<file path="config.mk">
export PLATFORM = sky130hd
export DESIGN_NAME = sadc_frame_capture
export DESIGN_NICKNAME = d
export VERILOG_FILES = /design/src/rtl/sadc_pkg.sv /design/src/rtl/sadc_frame_fsm.sv /design/src/rtl/sadc_shift_capture.sv /design/src/rtl/sadc_frame_capture.sv
export SDC_FILE = /design/constraint.sdc
export NUM_CORES = 1
export LEC_CHECK = 0
export BUFFER_PORTS_ARGS = -buffer_cell sky130_fd_sc_hd__buf_2
export CELL_PAD_IN_SITES_DETAIL_PLACEMENT = 1
export CELL_PAD_IN_SITES_GLOBAL_PLACEMENT = 1
export CORE_ASPECT_RATIO = 2
export CORE_UTILIZATION = 45
export CTS_CLUSTER_DIAMETER = 50
export CTS_CLUSTER_SIZE = 30
export DETAILED_ROUTE_END_ITERATION = 6
export HOLD_SLACK_MARGIN = 0.15
export PLACE_DENSITY = 0.87
export SETUP_SLACK_MARGIN = 0.4
export SLEW_MARGIN = 10
export SYNTH_ARGS = -nofsm -noshare
export SYNTH_HDL_FRONTEND = slang
export SYNTH_SLANG_ARGS = --single-unit
</file>
<file path="constraint.sdc">
create_clock -name clk -period 3.6 [get_ports clk]
set_clock_uncertainty 0.1 [all_clocks]
set_input_delay 0.36 -clock clk [delete_from_list [all_inputs] [get_ports clk]]
set_output_delay 0.36 -clock clk [all_outputs]
set_load 0.02 [all_outputs]
</file>
<file path="src/rtl/sadc_pkg.sv">
package sadc_pkg;

    // Frame sequencer states
    typedef enum logic [1:0] {
        ST_GAP  = 2'd0,   // chip-select high between frames, clock idles high
        ST_HIGH = 2'd1,   // chip-select low, serial clock high half
        ST_LOW  = 2'd2    // chip-select low, serial clock low half
    } sadc_state_e;

endpackage

</file>
<file path="src/rtl/sadc_frame_fsm.sv">
module sadc_frame_fsm
    import sadc_pkg::*;
#(
    parameter int HALF_CLKS   = 3,
    parameter int FRAME_SCLKS = 17,
    parameter int GAP_CLKS    = 12,
    parameter int KEEP_POINTS = 16
) (
    input  logic clk,
    input  logic rst,
    output logic cs_n,
    output logic sclk,
    output logic shift_en,
    output logic latch_en
);

    localparam int TMAX = (GAP_CLKS > HALF_CLKS) ? GAP_CLKS : HALF_CLKS;
    localparam int TW   = $clog2(TMAX + 1);
    localparam int BW   = $clog2(FRAME_SCLKS + 1);
    localparam logic [TW-1:0] HALF_LAST = TW'(HALF_CLKS - 1);
    localparam logic [TW-1:0] GAP_LAST  = TW'(GAP_CLKS - 1);
    localparam logic [BW-1:0] BIT_LAST  = BW'(FRAME_SCLKS - 1);
    localparam logic [BW-1:0] KEEP_LAST = BW'(KEEP_POINTS - 1);

    sadc_state_e state, nxt;
    logic [TW-1:0] tick;
    logic [BW-1:0] bidx;
    logic          tick_done;

    assign tick_done = (state == ST_GAP) ? (tick == GAP_LAST) : (tick == HALF_LAST);

    // Next-state logic
    always_comb begin
        nxt = state;
        unique case (state)
            ST_GAP:  nxt = tick_done ? ST_HIGH : ST_GAP;
            ST_HIGH: nxt = tick_done ? ST_LOW  : ST_HIGH;
            ST_LOW:  begin
                if (tick_done) nxt = (bidx == BIT_LAST) ? ST_GAP : ST_HIGH;
                else           nxt = ST_LOW;
            end
            default: nxt = ST_GAP;
        endcase
    end

    // State register with its phase and period counters
    always_ff @(posedge clk) begin
        if (rst) begin
            state <= ST_GAP;
            tick  <= '0;
            bidx  <= '0;
        end else begin
            state <= nxt;
            tick  <= (nxt != state) ? '0 : tick + 1'b1;
            if (state == ST_GAP)
                bidx <= '0;
            else if (state == ST_LOW && tick_done)
                bidx <= bidx + 1'b1;
        end
    end

    // Outputs and strobes
    always_comb begin
        cs_n     = (state == ST_GAP);
        sclk     = (state != ST_LOW);
        // sample point p: p=0 at GAP->HIGH, p=bidx+1 at LOW->HIGH
        shift_en = tick_done &&
                   ((state == ST_GAP) || (state == ST_LOW && bidx < KEEP_LAST));
        latch_en = tick_done && (state == ST_HIGH) && (bidx == BIT_LAST);
    end

endmodule

</file>
<file path="src/rtl/sadc_shift_capture.sv">
module sadc_shift_capture #(
    parameter int DATA_BITS = 12
) (
    input  logic                 clk,
    input  logic                 rst,
    input  logic                 sdata,
    input  logic                 shift_en,
    input  logic                 latch_en,
    output logic [DATA_BITS-1:0] sample,
    output logic                 sample_valid
);

    logic [DATA_BITS-1:0] sreg;

    // Leading points drop out of the top; only the last DATA_BITS kept points remain
    always_ff @(posedge clk) begin
        if (rst) begin
            sreg         <= '0;
            sample       <= '0;
            sample_valid <= 1'b0;
        end else begin
            if (shift_en)
                sreg <= {sreg[DATA_BITS-2:0], sdata};
            if (latch_en)
                sample <= sreg;
            sample_valid <= latch_en;
        end
    end

endmodule

</file>
<file path="src/rtl/sadc_frame_capture.sv">
module sadc_frame_capture #(
    parameter int HALF_CLKS   = 3,
    parameter int FRAME_SCLKS = 17,
    parameter int PERIOD_CLKS = 114,
    parameter int LEAD_BITS   = 4,
    parameter int DATA_BITS   = 12
) (
    input  logic                 clk,
    input  logic                 rst,
    input  logic                 adc_sdata,
    output logic                 adc_cs_n,
    output logic                 adc_sclk,
    output logic [DATA_BITS-1:0] sample,
    output logic                 sample_valid
);

    localparam int ACTIVE_CLKS = FRAME_SCLKS * 2 * HALF_CLKS;
    localparam int GAP_CLKS    = PERIOD_CLKS - ACTIVE_CLKS;
    localparam int KEEP_POINTS = LEAD_BITS + DATA_BITS;

    logic shift_en;
    logic latch_en;

    sadc_frame_fsm #(
        .HALF_CLKS  (HALF_CLKS),
        .FRAME_SCLKS(FRAME_SCLKS),
        .GAP_CLKS   (GAP_CLKS),
        .KEEP_POINTS(KEEP_POINTS)
    ) u_fsm (
        .clk     (clk),
        .rst     (rst),
        .cs_n    (adc_cs_n),
        .sclk    (adc_sclk),
        .shift_en(shift_en),
        .latch_en(latch_en)
    );

    sadc_shift_capture #(
        .DATA_BITS(DATA_BITS)
    ) u_capture (
        .clk         (clk),
        .rst         (rst),
        .sdata       (adc_sdata),
        .shift_en    (shift_en),
        .latch_en    (latch_en),
        .sample      (sample),
        .sample_valid(sample_valid)
    );

endmodule

</file>
==> out/metrics.cfg <==
[run_status]
status = finished, violations left
violations = DRC

[critical_path]
worstPathRequired_ps = 3710
cp-start-kind = register
crit_arrival_ps = 2480
end_kind = register
crit_type = register to register
crit_fanout = 11

[floorplan]
die_x_um = 43.6
initial_core_util = 0.483
num_io_pins = 18
die_y_um = 85.2
dieArea_sq_mm = 0.00372
core_sq_mm = 0.00323
rows = 29

[routing]
dr_total_vias = 1090
viasPerCell = 5.56
first_iter_violations = 12
ant_nets = 0
wl_mm = 3.19
drc_errors = 1
first_pass_iters = 5
routedWlPerCell_um = 16.3

[logic_synthesis]
yosys.area.top_type = dfxtp_1
ys_types = 32
syn-num-nets = 152
synth_compound_area_frac = 0.0369
ys_seq_area_frac = 0.462
ys.warnings.count = 0
synth-edff-count = 0
synth_top_family_by_area = simple AND/OR/NAND/NOR gates
synth_top_area_share = 0.462
ys_seq_elements = 36
synth_area_sq_mm = 0.00156
synth_area_leaders = dfxtp_1 46%, mux2i_1 15%, nand2b_1 11%
synth-simple-area-share = 0.242
async_flop_share = 0
syn_area_per_cell_sq_um = 10.7
ys.flop_type = dfxtp_1
synthMuxAreaShare = 0.169
post_synth_fa_ha_maj_area_fraction = 0.0241
synth_cells = 146
synth_xor_area_frac = 0.0337

[global_route]
grt-ovfl-total = 0
grtUsageMet2 = 0.387
antenna_found_initial = 0
first_global_vias = 1203
track_usage = 0.200
grtUsageMet3 = 0.0447
grtUsageMet1 = 0.172
grt_first_pass_wirelength_mm = 5.42
globalRoute.busiestLayer = met2
grt_start_max_net_pins = 31

[clock_network]
cts_resized = 0
post_cts.repair.setup_buffers = 0
cts_tree = built
path_clk_slew_ps = 70
htree_levels = 2
cts_root_buf = clkbuf_8
clk_latency_ps = 290
cts.sinks = 36
numCtsBuffers = 5
cts_buffer_depth = 2
ctsHoldBuffers = 0

[final_layout]
fillerInstances = 368
area_growth_syn_to_layout_pct = 12.4
fin_area_sq_mm = 0.00175
fin_nets = 170
drive_gt1_frac = 0.200
n_antenna_cell = 0

[placed_design]
pre_cts_slack_ps = 1210
gp_congestion = 0.787
io_buffers = 17
postPlaceCellArea_sq_mm = 0.00164
dp_hpwl_mm = 2.39

[timing]
fin_setup_tns_ps = 0
rsz0062_at_grt = no
slew_headroom = 0.486
fin_crit_ps = 2370
worst_slack_ps = 1230
fmax_mhz = 422
hold_violations = 0
timing.final.crit_share = 0.658
finalSetupViolCount = 0
slew_violations = 0
tightest_slew_ps = 769

[power]
comb_power_share = 0.031
p_clk_frac = 0.444
p_sw_frac = 0.202
p_int_uw = 617
p_leak_uw = 0.000759
power_density_mw_per_mm2 = 442
max-vdd-ir-drop_mv = 0.334
p_seq_frac = 0.524
p_sw_uw = 156

[flow_run]
max_cap_viol_count = 0

[hold_path]
hold_path.class = primary input to register

power by group through the flow:
stage          Combinational [uW]  Clock, uW  Sequential (uW)
2_1_floorplan                20.8          0              414
3_3_place_gp                 23.0          0              414
3_5_place_dp                 24.7          0              415
4_1_cts                      24.7        351              405
5_1_grt                      27.1        374              406
6_report                     24.3        344              405
cells in the mapped netlist (2+ instances only):
cell type  number
a21oi_1         3
and2_1          2
buf_6           2
clkbuf_1        3
dfxtp_1        36
ha_1            3
inv_1           3
mux2i_1        24
nand2_1         3
nand2b_1       27
nand3_1         4
nand4_1         3
nor2_1         10
xnor2_1         2
xor2_1          4
layout make-up:
cell class | count | area (sq um) | share of cell area
clock buffer | 6 | 72.6 | 0.0414
tap | 31 | 38.8 | 0.0221
sequential | 36 | 721 | 0.411
timing repair buffer | 17 | 85.1 | 0.0486
multi-input combinational | 101 | 788 | 0.450
clock inverter | 2 | 35.0 | 0.0200
inverter | 3 | 11.3 | 0.00643
critical path, stage by stage (launching register included):
cell and delay, ps:
dfxtp_1 370, nor2b_1 640, nand2_1 290, o21ai_2 620
mux2i_1 270
kinds of logic (layout without fill, tap and decap cells):
| logic type | after synthesis | in the layout |
|---|---|---|
| adders and majority gates | 3 | 3 |
| xor gates and xnor gates | 6 | 6 |
| DFF | 36 | 36 |
| and+or+nand+nor | 59 | 59 |
| buffers and inverters | 9 | 28 |
| AOI/OAI and AO/OA | 8 | 8 |
| muxes | 25 | 25 |
per-stage QoR:
step                      hold WS (ps)  instances  utilization  total power, uW
after CTS                          253        196        0.542              781
after floorplan                    358        146            -              434
after global placement             361        188        0.509              437
final                              256        196        0.542              773
after global routing               272        196        0.542              807
after detailed placement           371        188        0.509              439
registers in the layout, indices dropped and copies added (netlist names):
name,cells
u_fsm.bidx,5
u_capture.sreg,12
u_capture.sample_valid,1
u_fsm.state,2
u_fsm.tick,4
u_capture.sample,12
per-layer routing:
| layer | vias up | share of wire |
|---|---|---|
| met3 | 12 | 0.025 |
| met4 | 0 | 0.040 |
| met5 | - | 0 |
| met2 | 21 | 0.60 |
| li1 | 525 | - |
| met1 | 532 | 0.33 |
placed cells by master, fill, tap and decap left out, types with 2 or more instances in the layout:
master and n:
nand2_1 3, clkbuf_8 5, nand2b_1 27, and2_1 2
nand3_1 4, buf_2 17, nand4_1 3, mux2i_1 24
a21oi_1 3, ha_1 3, dfxtp_1 36, xor2_1 4
xnor2_1 2, nor2_1 10, inv_1 3
worst paths after layout:
kind / cells past startpoint / to / start / slack [ps]
max: 4 / u_capture.sreg[1] / u_fsm.tick[1] / 1230
min: 3 / u_capture.sreg[0] / adc_sdata / 260
max reg2reg: 4 / u_capture.sreg[1] / u_fsm.tick[1] / 1230
min reg2reg: 2 / u_capture.sample[6] / u_capture.sample[6] / 380
Note: power is estimated with default switching activity, not from simulation.
